<file path="src/rtl/spkr_pkg.sv">
package spkr_pkg;
  // Strobes from the control unit to the counter datapath
  typedef struct packed {
    logic wrLow;   // capture low divisor byte
    logic wrHigh;  // complete divisor with high byte
    logic reload;  // gate rising edge: restart period
    logic step;    // advance counter one tick
  } toneStrobes_t;
endpackage

</file>
<file path="src/rtl/spkr_ctrl.sv">
module spkr_ctrl
  import spkr_pkg::*;
#(
  parameter int ADDR_W   = 2,
  parameter int DIV_ADDR = 0,
  parameter int CTL_ADDR = 1
) (
  input  logic              clk,
  input  logic              rstN,
  input  logic              tickEn,
  input  logic              ioWr,
  input  logic [ADDR_W-1:0] ioAddr,
  input  logic [1:0]        ctlBits,
  output toneStrobes_t      strb,
  output logic              gateOn,
  output logic              dataOn
);
  logic lowNext;
  logic divWr;
  logic ctlWr;

  assign divWr = ioWr && (ioAddr == ADDR_W'(DIV_ADDR));
  assign ctlWr = ioWr && (ioAddr == ADDR_W'(CTL_ADDR));

  always_comb begin
    strb.wrLow  = divWr && lowNext;
    strb.wrHigh = divWr && !lowNext;
    strb.reload = ctlWr && ctlBits[0] && !gateOn;
    strb.step   = tickEn && gateOn && !strb.reload;
  end

  always_ff @(posedge clk) begin
    if (!rstN) begin
      lowNext <= 1'b1;
      gateOn  <= 1'b0;
      dataOn  <= 1'b0;
    end else begin
      if (divWr) lowNext <= !lowNext;
      if (ctlWr) begin
        gateOn <= ctlBits[0];
        dataOn <= ctlBits[1];
      end
    end
  end
endmodule

</file>
<file path="src/rtl/spkr_datapath.sv">
module spkr_datapath
  import spkr_pkg::*;
#(
  parameter int DATA_W = 8
) (
  input  logic              clk,
  input  logic              rstN,
  input  toneStrobes_t      strb,
  input  logic              gateOn,
  input  logic [DATA_W-1:0] ioData,
  output logic              toneOut
);
  localparam int DIV_W = 2 * DATA_W;
  localparam int CNT_W = DIV_W + 1;
  localparam logic [CNT_W-1:0] FULL = {1'b1, {DIV_W{1'b0}}};

  logic [DATA_W-1:0] lowByte;
  logic [CNT_W-1:0]  pendingDiv;
  logic [CNT_W-1:0]  activeDiv;
  logic [CNT_W-1:0]  cnt;
  logic [DIV_W-1:0]  newDiv;

  assign newDiv = {ioData, lowByte};

  always_ff @(posedge clk) begin
    if (!rstN) begin
      lowByte    <= '0;
      pendingDiv <= FULL;
      activeDiv  <= FULL;
      cnt        <= FULL;
    end else begin
      if (strb.wrLow) lowByte <= ioData;
      if (strb.wrHigh)
        pendingDiv <= (newDiv == '0) ? FULL : {1'b0, newDiv};
      if (strb.reload || (strb.step && cnt == CNT_W'(1))) begin
        activeDiv <= pendingDiv;
        cnt       <= pendingDiv;
      end else if (strb.step) begin
        cnt <= cnt - CNT_W'(1);
      end
    end
  end

  // High while the remaining count is above half the period
  assign toneOut = !gateOn || (cnt > (activeDiv >> 1));
endmodule

</file>
<file path="src/rtl/spkr_tone_top.sv">
module spkr_tone_top #(
  parameter int DATA_W     = 8,
  parameter int ADDR_W     = 2,
  parameter int STATUS_POS = 5
) (
  input  logic              clk,
  input  logic              rstN,
  input  logic              tickEn,
  input  logic              ioWr,
  input  logic [ADDR_W-1:0] ioAddr,
  input  logic [DATA_W-1:0] ioData,
  output logic              spkOut,
  output logic [DATA_W-1:0] statusByte
);
  spkr_pkg::toneStrobes_t strb;
  logic gateOn;
  logic dataOn;
  logic toneOut;

  spkr_ctrl #(.ADDR_W(ADDR_W), .DIV_ADDR(0), .CTL_ADDR(1)) u_ctrl (
    .clk(clk), .rstN(rstN), .tickEn(tickEn), .ioWr(ioWr), .ioAddr(ioAddr),
    .ctlBits(ioData[1:0]), .strb(strb), .gateOn(gateOn), .dataOn(dataOn)
  );

  spkr_datapath #(.DATA_W(DATA_W)) u_dp (
    .clk(clk), .rstN(rstN), .strb(strb), .gateOn(gateOn),
    .ioData(ioData), .toneOut(toneOut)
  );

  assign spkOut = toneOut && dataOn;

  always_comb begin
    statusByte = '0;
    statusByte[STATUS_POS] = toneOut;
  end
endmodule

</file>
<file path="config.mk">
export PLATFORM = sky130hd
export DESIGN_NAME = spkr_tone_top
export DESIGN_NICKNAME = d
export VERILOG_FILES = /design/src/rtl/spkr_pkg.sv /design/src/rtl/spkr_ctrl.sv /design/src/rtl/spkr_datapath.sv /design/src/rtl/spkr_tone_top.sv
export SDC_FILE = /design/constraint.sdc
export NUM_CORES = 1
export LEC_CHECK = 0
export ABC_AREA = 1
export ABC_CLOCK_PERIOD_IN_PS = 1900
export BUFFER_PORTS_ARGS = -buffer_cell sky130_fd_sc_hd__buf_2
export CAP_MARGIN = 0
export CORE_MARGIN = 2
export CORE_UTILIZATION = 45
export CTS_BUF_LIST = sky130_fd_sc_hd__clkbuf_4
export DETAILED_ROUTE_END_ITERATION = 7
export PLACE_DENSITY = 0.62
export SKIP_CTS_REPAIR_TIMING = 1
export SYNTH_ARGS = -nofsm -noshare
export SYNTH_HDL_FRONTEND = slang
export SYNTH_HIERARCHICAL = 1
export SYNTH_SLANG_ARGS = --single-unit
</file>
<file path="constraint.sdc">
create_clock -name clk -period 1.9 [get_ports clk]
set_input_delay 0.095 -clock clk [delete_from_list [all_inputs] [get_ports clk]]
set_output_delay 0.095 -clock clk [all_outputs]
set_load 0.01 [all_outputs]
</file>
==> Yosys cells after proc, flatten, opt, wreduce, memory -nomap -nowiden <==
Index checks and enable logic that the tools add are counted.
W data, S select, Z words.
{ "totals": {"ff_bits": 62, "in_bits": 14} }
{ "op_classes": {"addsub": 1, "n_lt_le_gt_ge": 1, "eq_ne": 2, "n_mux": 3, "reduce_logical": 18} }
{ "ops": {"columns": ["op", "n"], "rows": [
  ["$mux W17", 3],
  ["$eq A17 B1 Y1 const B", 1],
  ["$gt A17 B16 Y1", 1],
  ["$sub A17 B1 Y17 const B", 1],
  ["$logic_not A16 Y1", 1],
  ["$logic_and A1 B1 Y1", 10],
  ["$logic_not A1 Y1", 3],
  ["$eq A2 B1 Y1 const B", 1],
  ["$logic_not A2 Y1", 1],
  ["$logic_or A1 B1 Y1", 2],
  ["$reduce_bool A2 Y1", 1]
]} }

==> Longest topological paths before layout <==
{ "depth": {"word_depth": 9, "ltp_mapped": 12, "ltp_nobuf": 12} }

==> Hierarchy <==
The synthesis kept the hierarchy.
{ "modules_own_cells": {"columns": ["mod", "instances", "cells_each", "area_each_um2", "seq_area_each_um2"], "rows": [
  ["spkr_datapath", 1, 435, 3096.7, 1161.1],
  ["spkr_ctrl", 1, 23, 148.9, 60.1],
  ["spkr_tone_top", 1, 11, 71.3, 0.0]
]} }

==> Worst setup path before layout <==
No wires, ideal clock.
{ "synth_timing": {"path_type": "register to register", "start": "register u_ctrl.gateOn", "end": "register u_dp.cnt[15]", "t_arrival_ns": 1.417, "slack_ns": 0.415, "stages_incl_launch_ff": 12, "n_path_buf": 3, "period_less_slack_ns": 1.485, "path_cell_list": "dfxtp_1 > nand2_1 > inv_1 > buf_2 > nand3_1 > nor2_1 > nand3_4 > nand2_4 > buf_8 > buf_12 > a21boi_1 > a21oi_2"} }
{ "synth_lines": {"columns": ["item", "line_no", "text"], "rows": [
  ["start: declaration", "spkr_ctrl.sv:15", "output logic gateOn,"],
  ["start signal: assignment", "spkr_ctrl.sv:40", "gateOn <= ctlBits[0];"],
  ["end signal: assignment", "spkr_datapath.sv:37", "cnt <= pendingDiv;"],
  ["end signal: assignment", "spkr_datapath.sv:39", "cnt <= cnt - CNT_W'(1);"],
  ["end: declaration", "spkr_datapath.sv:20", "logic [CNT_W-1:0] cnt;"]
]} }

==> Final worst setup path <==
{ "layout_timing": {"start": "register u_dp.activeDiv[13]", "end": "output spkOut"} }
{ "layout_via": {"elab_chain_cells": 3} }
{ "layout_lines": {"columns": ["item", "line_no", "text"], "rows": [
  ["start: declaration", "spkr_datapath.sv:19", "logic [CNT_W-1:0] activeDiv;"],
  ["start signal: assignment", "spkr_datapath.sv:36", "activeDiv <= pendingDiv;"],
  ["$gt A17 B16 Y1", "spkr_datapath.sv:45", "assign toneOut = !gateOn || (cnt > (activeDiv >> 1));"],
  ["$logic_or A1 B1 Y1", "spkr_datapath.sv:45", null],
  ["$logic_and A1 B1 Y1", "spkr_tone_top.sv:30", "assign spkOut = toneOut && dataOn;"],
  ["end: declaration", "spkr_tone_top.sv:12", "output logic spkOut,"]
]} }
Every way passes these cells.

==> impl_metrics.ini <==
[pwr]
clockPowerShare_pct = 38.7
seqPwrFrac_pct = 47.9
power_switching_mw = 0.7805
p_int_mw = 1.997
netSwitchingFraction_pct = 28.10
peakVddDrop_v = 0.0003476
pwr-share-comb_pct = 13.4
p_leak_nw = 1.745
p_per_area_mw_per_mm2 = 720.5

[floorplan]
core_area_sq_mm = 0.007176
die_height_microns = 89.86
start_util_pct = 46.22
rows = 31
ioPinCount = 23
dieArea_sq_mm = 0.008074
dieWidth_microns = 89.86

[synthesis]
synth_compound_area_share_pct = 16.94
synth_top_family_by_area = simple AND/OR/NAND/NOR gates
synth-simple-area-share_pct = 25.46
synthAdderAreaFrac_pct = 6.790
ys_warn_count = 6
netlist_top_cells_area = dfxtp_1 37%, nand2_1 12%, a21oi_1 8.1%
synth.cell_area_sq_mm = 0.003317
synthTopCellsByCount = 108 x nand2_1, 61 x dfxtp_1, 60 x inv_1, 54 x a21oi_1, 46 x nor2_1
synth_xor_area_share_pct = 2.112
ys_seq_elements = 61
synth_edf_count = 0
netlist_instances = 469
synth.most_common_cell = nand2_1
ys.flop_type = dfxtp_1
synthArstFlopShare_pct = 0
avgSynthCellArea_sq_um = 7.072
synth_top_area_cell = dfxtp_1
synth_top_area_share_pct = 36.82
yosysUniqueCellTypes = 34
synth_mux_area_share_pct = 0
yosysSeqAreaShare_pct = 36.82

[critical_path]
critical_path_class = flop to output pin
reg2reg_depth = 11
slowest_delay_ns = 0.34
critPathMostFrequentCell = nand2_2
slowest_stage = dfxtp_2
path_delay_family = compound AO/OA/AOI/OAI gates
arrival_ns = 1.97
timing.critical_path.cells = inv_1 > ha_1 > a21oi_1 > o21ai_0 > a21oi_2 > nand2_1 > nand2_2 > nand2_2 > nand2_2 > inv_1 > buf_2
cp_data_required_time_ns = 1.80
startpoint_type = flop
crit_buf_inv = 3
cp_max_fo = 2
worst-path-stages = 11
critPathCaptureType = output pin

[cells_and_area]
nets = 531
synthToLayoutAreaGrowth_pct = 16.22
n_fill_cell = 713
drive_gt1_share_pct = 20.83
design_area_sq_mm = 0.003855
diodes = 0

[global_routing]
antenna_found_initial = 0
overflow = 0
grt_use_total_pct = 20.95
grt_max_degree = 35
grt_pass1_vias = 2809
grt_pass1_wl_microns = 13520

[cts]
cts_tree = built
clock-root-buffer = clkbuf_4
clk_pin_slew_ns = 0.12
cts_buffers = 9
cts_sinks = 61
cts_max_path_buffers = 2
insertion_delay_ns = 0.41
htree_levels = 3

[status]
status = complete, but fails checks
violations = negative hold slack, negative setup slack

[timing]
min_period_ns = 2.069
clock_skew_ns = 0.01985
finalSetupTns_ns = -0.2745
final.setup.worst_slack_ns = -0.1695
post-route-period-util_pct = 108.9
slew_headroom_pct = 61.78
finalSetupViolCount = 2
maxSlewViolCount = 0
holdWs_ns = -0.006007
fmax_ghz = 0.4832
hold_viol = 1
worstMarginPinSlew_ns = 0.5725
rsz0062_at_grt = true

[worst_hold_path]
hold_class = primary input to flop
hold_depth = 3

[placed_design]
io_buffers = 15
placed_area_sq_mm = 0.003456
dp_hpwl_microns = 5892
gp_congestion = 0.9369
dp_slack_ns = 0.1619

[drt]
vias = 3074
routed_wl_microns = 8435
viasPerCell = 5.098
dr.first_iter.drc_count = 216
antenna_left = 0
first_pass_iters = 5
drc = 0
routedWlPerCell_microns = 13.99

[job]
timing.max_cap.violations = 0
[worst paths after layout]
check	startpoint	endpoint	slack (ns)
max	u_dp/activeDiv[13]	spkOut	-0.17
min	ioAddr[0]	u_ctrl/dataOn	-0.006
max reg2reg	u_dp/cnt[1]	u_dp/cnt[7]	0.11
min reg2reg	u_dp/activeDiv[11]	u_dp/activeDiv[11]	0.47
[final cells by class]
type / count / area (sq um) / share of cell area, %
clock buffer: 10 / 75.07 / 1.947
sequential: 61 / 1252 / 32.49
multi-input combinational: 329 / 1833 / 47.55
inverter: 62 / 232.7 / 6.037
clock inverter: 6 / 87.58 / 2.272
tap: 99 / 123.9 / 3.213
timing repair buffer: 36 / 250.2 / 6.491
[cells by family (layout without fill, tap and decap cells)]
logic type               after synthesis  in the layout
AND/OR/NAND/NOR                      196            196
AO/OA/AOI/OAI                        100            100
buffers and inverters                 85            114
flip-flops                            61             61
adder cells (fa/ha/maj)               18             18
XOR/XNOR                               8              8
other                                  1              7
[per-stage QoR]
stage | power [mW] | util [%] | cells
after floorplan | 1.615 | - | 475
after global placement | 1.699 | 48.16 | 576
after detailed placement | 1.701 | 48.16 | 576
after CTS | 2.775 | 50.43 | 592
after global routing | 2.903 | 53.72 | 603
final | 2.777 | 53.72 | 603
[worst reg2reg max path, cell delays in order (launching register included)]
cell,delay [ns]
dfxtp_1,0.37
inv_1,0.11
ha_1,0.15
nand3_1,0.07
nor2_1,0.18
nand3_4,0.13
nand2_4,0.18
buf_4,0.21
nand2_1,0.14
nand2_1,0.09
nor2_1,0.04
nor2_1,0.08
[cells in the final DEF, fill, tap and decap left out, types with 2 or more instances in the layout]
cell type,Yosys,layout
clkinv_4,0,2
a21boi_1,3,3
clkbuf_4,0,10
inv_2,2,5
buf_2,2,15
xor2_1,3,3
nor3_1,4,2
clkinv_2,0,2
buf_4,8,14
nor4_1,2,2
nor2_2,1,2
nor2_1,46,45
nor3_2,0,2
a21boi_2,3,3
a21oi_1,54,51
dfxtp_2,0,19
dfxtp_4,0,2
nand2_2,2,8
nand4_1,9,9
nand3b_1,3,3
a21oi_2,6,9
o21ai_0,28,26
dlygate4sd3_1,0,7
o211ai_1,2,2
ha_1,18,13
nor2_4,2,2
ha_4,0,5
nand2_1,108,102
conb_1,1,7
xnor2_1,5,5
o21ai_1,1,2
dfxtp_1,61,40
bufinv_16,0,2
inv_1,60,57
nand3_1,17,17
[registers in the layout, indices dropped and copies added (netlist names)]
name,cells
u_dp/activeDiv,16
u_dp/pendingDiv,17
u_ctrl/lowNext,1
u_dp/cnt,17
u_ctrl/dataOn,1
u_dp/lowByte,8
u_ctrl/gateOn,1
[routing by layer]
metal | part of all wire (%) | wire [microns] | global-route usage (%) | up-vias
li1 | - | - | - | 1556
met1 | 47 | 3935 | 27.99 | 1402
met2 | 45 | 3826 | 33.46 | 96
met3 | 5.6 | 471 | 3.604 | 20
met4 | 2.4 | 201 | 9.103 | 0
met5 | 0 | 0 | 0 | -
[power groups by stage]
stage	Sequential [mW]	Clock, mW	Combinational [mW]
6_report	1.33	1.08	0.371
5_1_grt	1.33	1.15	0.415
2_1_floorplan	1.35	0	0.264
4_1_cts	1.33	1.10	0.344
3_3_place_gp	1.36	0	0.341
3_5_place_dp	1.36	0	0.342
No activity file was read; power rests on OpenSTA's default activity.
